File: src/rtl/win_wdog_pkg.sv
package win_wdog_pkg;
  localparam int CNT_W = 12;
  localparam int KEY_W = 8;

  localparam logic [1:0] ADDR_MODE = 2'd0;
  localparam logic [1:0] ADDR_CTRL = 2'd1;
  localparam logic [1:0] ADDR_STAT = 2'd2;

  localparam logic [KEY_W-1:0] REFRESH_KEY = 8'hA5;

  typedef struct packed {
    logic [1:0]       rsv_hi;
    logic             idle_halt;
    logic             dbg_halt;
    logic [CNT_W-1:0] wdd;
    logic             dis;
    logic             rsv_mid;
    logic             rst_en;
    logic             irq_en;
    logic [CNT_W-1:0] wdv;
  } mode_t;

  localparam mode_t MODE_RST = '{
    rsv_hi:    2'b00,
    idle_halt: 1'b0,
    dbg_halt:  1'b0,
    wdd:       {CNT_W{1'b1}},
    dis:       1'b0,
    rsv_mid:   1'b0,
    rst_en:    1'b1,
    irq_en:    1'b0,
    wdv:       {CNT_W{1'b1}}
  };
endpackage

File: src/rtl/win_wdog_presc.sv
module win_wdog_presc #(
  parameter int DIV_W = 7
) (
  input  logic clk_i,
  input  logic rst_ni,
  input  logic clr_i,
  input  logic run_i,
  input  logic tick_i,
  output logic step_o
);
  logic [DIV_W-1:0] div_q;

  assign step_o = run_i & tick_i & ~clr_i & (&div_q);

  always_ff @(posedge clk_i or negedge rst_ni) begin
    if (!rst_ni)             div_q <= '0;
    else if (clr_i)          div_q <= '0;
    else if (run_i && tick_i) div_q <= div_q + 1'b1;
  end
endmodule

File: src/rtl/win_wdog_cnt.sv
module win_wdog_cnt #(
  parameter int W = 12
) (
  input  logic         clk_i,
  input  logic         rst_ni,
  input  logic         load_i,
  input  logic [W-1:0] load_val_i,
  input  logic         step_i,
  output logic [W-1:0] cnt_o,
  output logic         unf_o
);
  logic [W-1:0] cnt_q;

  assign cnt_o = cnt_q;
  assign unf_o = step_i & ~load_i & (cnt_q == '0);

  always_ff @(posedge clk_i or negedge rst_ni) begin
    if (!rst_ni)           cnt_q <= '1;
    else if (load_i)       cnt_q <= load_val_i;
    else if (step_i) begin
      if (cnt_q == '0)     cnt_q <= load_val_i;  // reload after underflow
      else                 cnt_q <= cnt_q - 1'b1;
    end
  end
endmodule

File: src/rtl/win_wdog_regs.sv
module win_wdog_regs
  import win_wdog_pkg::*;
(
  input  logic             clk_i,
  input  logic             rst_ni,
  input  logic             wr_en_i,
  input  logic             rd_en_i,
  input  logic [1:0]       addr_i,
  input  logic [31:0]      wdata_i,
  input  logic [CNT_W-1:0] cnt_i,
  input  logic             unf_evt_i,
  output mode_t            mode_o,
  output logic             lock_o,
  output logic             load_o,
  output logic [CNT_W-1:0] load_val_o,
  output logic             unf_o,
  output logic             err_o,
  output logic [31:0]      rdata_o
);
  mode_t mode_q, new_mode;
  logic  lock_q, unf_q, err_q;
  logic  mode_wr, ctrl_hit, early, stat_rd;

  always_comb begin
    new_mode         = mode_t'(wdata_i);
    new_mode.rsv_hi  = '0;
    new_mode.rsv_mid = 1'b0;
  end

  assign mode_wr  = wr_en_i && (addr_i == ADDR_MODE) && !lock_q;
  assign ctrl_hit = wr_en_i && (addr_i == ADDR_CTRL)
                    && (wdata_i[31 -: KEY_W] == REFRESH_KEY) && wdata_i[0];
  assign early    = ctrl_hit && (cnt_i > mode_q.wdd);
  assign stat_rd  = rd_en_i && (addr_i == ADDR_STAT);

  assign load_o     = mode_wr | (ctrl_hit & ~early);
  assign load_val_o = mode_wr ? new_mode.wdv : mode_q.wdv;

  always_ff @(posedge clk_i or negedge rst_ni) begin
    if (!rst_ni) begin
      mode_q <= MODE_RST;
      lock_q <= 1'b0;
    end else if (mode_wr) begin
      mode_q <= new_mode;
      lock_q <= 1'b1;
    end
  end

  // a new event in the read cycle wins over the clear
  always_ff @(posedge clk_i or negedge rst_ni) begin
    if (!rst_ni) begin
      unf_q <= 1'b0;
      err_q <= 1'b0;
    end else begin
      unf_q <= unf_evt_i | (unf_q & ~stat_rd);
      err_q <= early     | (err_q & ~stat_rd);
    end
  end

  always_comb begin
    unique case (addr_i)
      ADDR_MODE: rdata_o = mode_q;
      ADDR_STAT: rdata_o = {30'd0, err_q, unf_q};
      default:   rdata_o = '0;
    endcase
  end

  assign mode_o = mode_q;
  assign lock_o = lock_q;
  assign unf_o  = unf_q;
  assign err_o  = err_q;
endmodule

File: src/rtl/win_wdog.sv
module win_wdog
  import win_wdog_pkg::*;
#(
  parameter int DIV_W = 7
) (
  input  logic        clk_i,
  input  logic        rst_ni,
  input  logic        tick_i,
  input  logic        dbg_i,
  input  logic        idle_i,
  input  logic        wr_en_i,
  input  logic        rd_en_i,
  input  logic [1:0]  addr_i,
  input  logic [31:0] wdata_i,
  output logic [31:0] rdata_o,
  output logic        fault_o,
  output logic        irq_o
);
  mode_t            mode_q;
  logic             mode_lock;
  logic             load, step, unf_evt, unf_flag, err_flag, halt, run;
  logic [CNT_W-1:0] load_val, cnt_q;

  assign halt = (dbg_i & mode_q.dbg_halt) | (idle_i & mode_q.idle_halt);
  assign run  = ~mode_q.dis & ~halt;

  win_wdog_regs u_regs (
    .clk_i      (clk_i),
    .rst_ni     (rst_ni),
    .wr_en_i    (wr_en_i),
    .rd_en_i    (rd_en_i),
    .addr_i     (addr_i),
    .wdata_i    (wdata_i),
    .cnt_i      (cnt_q),
    .unf_evt_i  (unf_evt),
    .mode_o     (mode_q),
    .lock_o     (mode_lock),
    .load_o     (load),
    .load_val_o (load_val),
    .unf_o      (unf_flag),
    .err_o      (err_flag),
    .rdata_o    (rdata_o)
  );

  win_wdog_presc #(.DIV_W(DIV_W)) u_presc (
    .clk_i  (clk_i),
    .rst_ni (rst_ni),
    .clr_i  (load),
    .run_i  (run),
    .tick_i (tick_i),
    .step_o (step)
  );

  win_wdog_cnt #(.W(CNT_W)) u_cnt (
    .clk_i      (clk_i),
    .rst_ni     (rst_ni),
    .load_i     (load),
    .load_val_i (load_val),
    .step_i     (step),
    .cnt_o      (cnt_q),
    .unf_o      (unf_evt)
  );

  assign fault_o = err_flag | (unf_flag & mode_q.rst_en);
  assign irq_o   = (err_flag | unf_flag) & mode_q.irq_en;
endmodule

File: config.mk
export PLATFORM = sky130hd
export DESIGN_NAME = win_wdog
export DESIGN_NICKNAME = d
export VERILOG_FILES = /design/src/rtl/win_wdog_pkg.sv /design/src/rtl/win_wdog_presc.sv /design/src/rtl/win_wdog_cnt.sv /design/src/rtl/win_wdog_regs.sv /design/src/rtl/win_wdog.sv
export SDC_FILE = /design/constraint.sdc
export NUM_CORES = 1
export LEC_CHECK = 0
export ABC_AREA = 1
export ABC_CLOCK_PERIOD_IN_PS = 3980
export CAP_MARGIN = 0
export CORE_MARGIN = 3
export CORE_UTILIZATION = 30
export CTS_CLUSTER_DIAMETER = 150
export DETAILED_ROUTE_END_ITERATION = 8
export PLACE_DENSITY = 0.52
export SYNTH_ARGS = -nofsm -noshare
export SYNTH_HDL_FRONTEND = slang
export SYNTH_SLANG_ARGS = --single-unit
File: constraint.sdc
create_clock -name clk_i -period 3.98 [get_ports clk_i]
set_input_delay 1.194 -clock clk_i [delete_from_list [all_inputs] [get_ports clk_i]]
set_output_delay 1.194 -clock clk_i [all_outputs]
set_load 0.01 [all_outputs]
# Yosys cells after proc, flatten, opt, wreduce, memory -nomap -nowiden
# Index checks and enable logic that the tools add are counted.
word_totals:
  ff_bits: 51
  out_inout_bits: 34
op_classes:
  n_lt_le_gt_ge: 1
  n_eq_ne: 3
  n_addsub: 2
  reduce_logical: 14
  mux: 7
  n_bitwise: 24
op_table:
  columns: ["cell", "n"]
  rows:
  - ["30-bit case mux with 2 select lines", 1]
  - ["12-bit two-way mux", 4]
  - ["7-bit two-way mux", 2]
  - ["1-bit bitwise AND", 13]
  - ["12-bit > comparator", 1]
  - ["12-bit zero test", 1]
  - ["12-bit by 1-bit subtractor with 12-bit output, second input constant", 1]
  - ["8-bit == test, second input constant", 1]
  - ["1-bit logical AND", 8]
  - ["7-bit by 1-bit adder with 7-bit output, second input constant", 1]
  - ["7-bit AND reduction", 1]
  - ["1-bit OR", 6]
  - ["1-bit NOT", 5]
  - ["2-bit nonzero test", 2]
  - ["2-bit by 1-bit == test with 1-bit output, second input constant", 1]
  - ["2-bit == test, second input constant", 1]
  - ["2-bit zero test", 1]
  - ["1-bit zero test", 1]

# Depth between registers and ports, before layout
depth:
  depth_word: 14
  depth_mapped: 17
  ltp_nobuf: 16

# Hierarchy
# From an unflattened synthesis, not the netlist that was laid out.
unflattened:
  cells_unflattened: 442
  area_unflattened_um2: 3251.9
modules_own_cells:
  columns: ["module", "cells_per_inst", "area_per_inst_um2", "instances"]
  rows:
  - ["win_wdog_regs", 233, 1893.1, 1]
  - ["win_wdog_cnt", 151, 935.9, 1]
  - ["win_wdog_presc", 48, 381.6, 1]
  - ["win_wdog", 10, 41.3, 1]

# Least setup slack after synthesis
# No wires, ideal clock.
synth_timing:
  path_type: "in2out"
  from: "input addr_i[0]"
  to: "output rdata_o[10]"
  required_ps: 2786
  n_path_buf: 1
  stages: 4
  setup_slack_ps: 888
  arrival_ps: 1898
  path_cell_list: "nor2_4 clkinv_1 clkbuf_1 nor2_1"
synth_between:
  elab_chain_len: 2
  elab_cells_between_ends: 3
synth_lines:
  columns: ["item", "line", "text"]
  rows:
  - ["from (decl)", "win_wdog.sv:13", "input logic [1:0] addr_i,"]
  - ["2-bit == test / 2-bit zero test (equally long branches)", "win_wdog_regs.sv:61", "unique case (addr_i)"]
  - ["30-bit case mux with 2 select lines (*)", "win_wdog_regs.sv:61", null]
  - ["to (decl)", "win_wdog.sv:15", "output logic [31:0] rdata_o,"]
# Mark *: on every way between the ends. The rest lies on a longest branch, timed or not.

# Final worst setup path
layout_timing:
  from: "input addr_i[0]"
  to: "output rdata_o[1]"
# The elaborated chain is that of the path after synthesis.

==> flow_metrics.py <==
metrics = {
    "grt": {
        "grt_pass1_wl_um": 15430,
        "overflow": 0,
        "antenna_found_initial": 0,
        "grt_max_degree": 46,
        "grt.total_usage_pct": 15.37,
        "grt_pass1_vias": 2989,
    },
    "synthesis": {
        "synth_top_area_cell": "dfstp_2",
        "yosys-top-cells-count": "nand2_1, nor2_1, inv_1",
        "syn_avg_cell_area_um2": 7.197,
        "synth_xor_xnor_area_share_pct": 1.587,
        "synth_top_area_share_pct": 29.37,
        "synthMuxAreaShare_pct": 0,
        "yosysWarnings": 0,
        "synth_top_family_by_area": "simple AND/OR/NAND/NOR gates",
        "synth_most_common_cell": "nand2_1",
        "synth_top_flop_cell": "dfstp_2",
        "synth-simple-area-share_pct": 33.60,
        "synth-seq-cells": 51,
        "synth.distinct_cells": 31,
        "synth_fa_ha_area_share_pct": 5.669,
        "syn_inst": 460,
        "async_flop_share_pct": 100.0,
        "synth_area_leaders": "dfstp_2, nand2_1, dfrtp_1, nor2_1, inv_1",
        "synth_edf_count": 0,
        "synthesis.area_um2": 3311,
        "synth-compound-area-share_pct": 8.919,
        "seq_area_frac_synth_pct": 39.95,
    },
    "cts": {
        "path_clk_slew_ps": 90,
        "clkSinkCount": 51,
        "cts_tree": "yes",
        "cts_max_level": 2,
        "clock_path_buffers": 2,
        "clk_latency_ps": 310,
        "cts_made_buffers": 5,
        "cts_root_buffer": "clkbuf_8",
        "cts_setup_buffers": 0,
    },
    "route": {
        "vias": 3030,
        "wl_per_cell_um": 13.68,
        "drcViolationCount": 0,
        "drtPass1Iterations": 4,
        "drtAntennaViolNets": 0,
        "via_per_inst": 4.529,
        "first_iter_violations": 172,
        "wl_um": 9151,
    },
    "cells_and_area": {
        "final_net_count": 588,
        "diodes": 0,
        "n_fill_cell": 1096,
        "multiInputGateArea_um2": 1659,
        "area_growth_pct": 30.35,
        "drive_above_1_share_pct": 15.57,
        "seqCellArea_um2": 1323,
    },
    "critical_path": {
        "path_class": "input pin to output port",
        "end_kind": "output port",
        "crit_required_ps": 2790,
        "cp_max_fo": 2,
        "start_kind": "input pin",
        "crit_arrival_ps": 2720,
    },
    "sta": {
        "skew_ps": 9.588,
        "report.final.slew_viol_count": 0,
        "rsz0062_at_grt": "no",
        "setup_tns_ps": 0,
        "setup_viol": 0,
        "min_period_over_period_pct": 98.36,
        "min_period_ps": 3915,
        "worstMarginPinSlew_ps": 813.4,
        "clock.fmax_mhz": 255.4,
        "hold_violations": 0,
        "slew_headroom_pct": 45.77,
    },
    "power_and_ir_drop": {
        "switching_share_pct": 25.10,
        "p_leak_nw": 2.625,
        "power_density_nw_per_um2": 247.1,
        "total_power_mw": 1.066,
        "combPwrFrac_pct": 16.1,
        "p_switching_mw": 0.2676,
        "seqPwrFrac_pct": 49.3,
        "max-vdd-ir-drop_mv": 0.1409,
        "clkPwrFrac_pct": 34.6,
        "internal-power_mw": 0.7985,
    },
    "placement": {
        "post-dp-hpwl_um": 6794,
        "place_congestion": 0.8386,
        "portBuffers": 70,
    },
    "die": {
        "coreArea_um2": 10510,
        "dieWidth_um": 111.1,
        "ios": 75,
        "rows": 37,
        "die-area_um2": 12330,
        "die_height_um": 111.1,
        "start_util_pct": 31.50,
    },
    "flow_run": {
        "maxCapViolations": 0,
    },
    "hold_path": {
        "hold_class": "register to register",
    },
    "status": {
        "status": "finished, final reports clean",
    },
}
-- final cells by class --
| cell class | count | area share, % |
|---|---|---|
| sequential | 51 | 30.65 |
| timing repair buffer | 81 | 19.54 |
| multi-input combinational | 336 | 38.45 |
| clock buffer | 7 | 1.769 |
| inverter | 57 | 4.958 |
| tap | 136 | 3.943 |
| clock inverter | 1 | 0.6959 |
-- final timing paths --
path,startpoint,end,slack (ps),depth (start not counted)
worst max-delay path,addr_i[0],rdata_o[1],70,6
worst min-delay path,u_regs.lock_o,u_regs.lock_o,480,2
worst max register to register,u_regs.mode_o[27],u_cnt.cnt_o[5],1540,14
worst min register to register,u_regs.lock_o,u_regs.lock_o,480,2
max in group asynchronous,rst_ni,u_regs.mode_o[8],2210,2
min in group asynchronous,rst_ni,u_regs.err_o,970,1
-- routing by layer --
metal	share of wire [%]	vias to the layer above	GRT usage, %
met5	0	-	0
met4	0.93	0	3.893
met3	5.5	7	3.275
met2	45	77	24.68
met1	48	1378	21.12
li1	-	1568	-
-- cell usage in the layout, fill, tap and decap left out, types with 11 or more instances in the layout --
cell type and count:
a21oi_1 20, a21oi_2 11, clkdlybuf4s50_1 43, dfrtp_1 14, dfstp_2 37, dlymetal6s2s_1 25, ha_1 15, inv_1 52
nand2_1 139, nand3_1 26, nor2_1 80
-- power groups by stage --
| stage | clock, mW | combinational, mW | sequential, mW |
|---|---|---|---|
| 2_1_floorplan | 0 | 0.0842 | 0.533 |
| 3_3_place_gp | 0 | 0.177 | 0.534 |
| 3_5_place_dp | 0 | 0.177 | 0.534 |
| 4_1_cts | 0.384 | 0.178 | 0.526 |
| 5_1_grt | 0.401 | 0.194 | 0.526 |
| 6_report | 0.368 | 0.172 | 0.526 |
-- stage by stage --
step | worst slack [ps] | instances | cell area [um^2] | util (%) | hold WS [ps]
6_report | 65.33 | 669 | 4315 | 41.06 | 479.1
5_1_grt | 4.661 | 669 | 4315 | 41.06 | 515.2
4_1_cts | 11.60 | 669 | 4249 | 40.43 | 480.9
3_5_place_dp | 21.36 | 661 | 4144 | 39.43 | 457.2
3_3_place_gp | 7.506 | 661 | 4144 | 39.43 | 452.6
2_1_floorplan | 888.4 | 462 | 3318 | - | 432.9
-- repair_timing --
item	in CTS	in global routing
pin swaps	0	0
resized for setup	1	26
endpoints found under the setup margin	1	25
hold buffers	0	0
-- critical path, stage by stage --
cell,delay (ps)
clkdlybuf4s50_1,470
buf_4,170
inv_1,60
nand2_1,60
o21ai_0,190
clkdlybuf4s50_1,570
-- logic make-up (layout without fill, tap and decap cells) --
group | count (synthesis) | in the layout
xor gates and xnor gates | 6 | 6
AOI/OAI and AO/OA | 49 | 49
and+or+nand+nor | 263 | 263
DFF | 51 | 51
adders and majority gates | 15 | 15
buffers and inverters | 75 | 146
other | 1 | 3
-- state kept, by name, summed over array words and instances, names as in the netlist --
register / flops
u_regs.lock_o: 1
u_presc.div_q: 7
u_regs.err_o: 1
u_cnt.cnt_o: 12
u_regs.unf_o: 1
u_regs.mode_o: 29
Note: power is estimated with default switching activity, not from simulation.
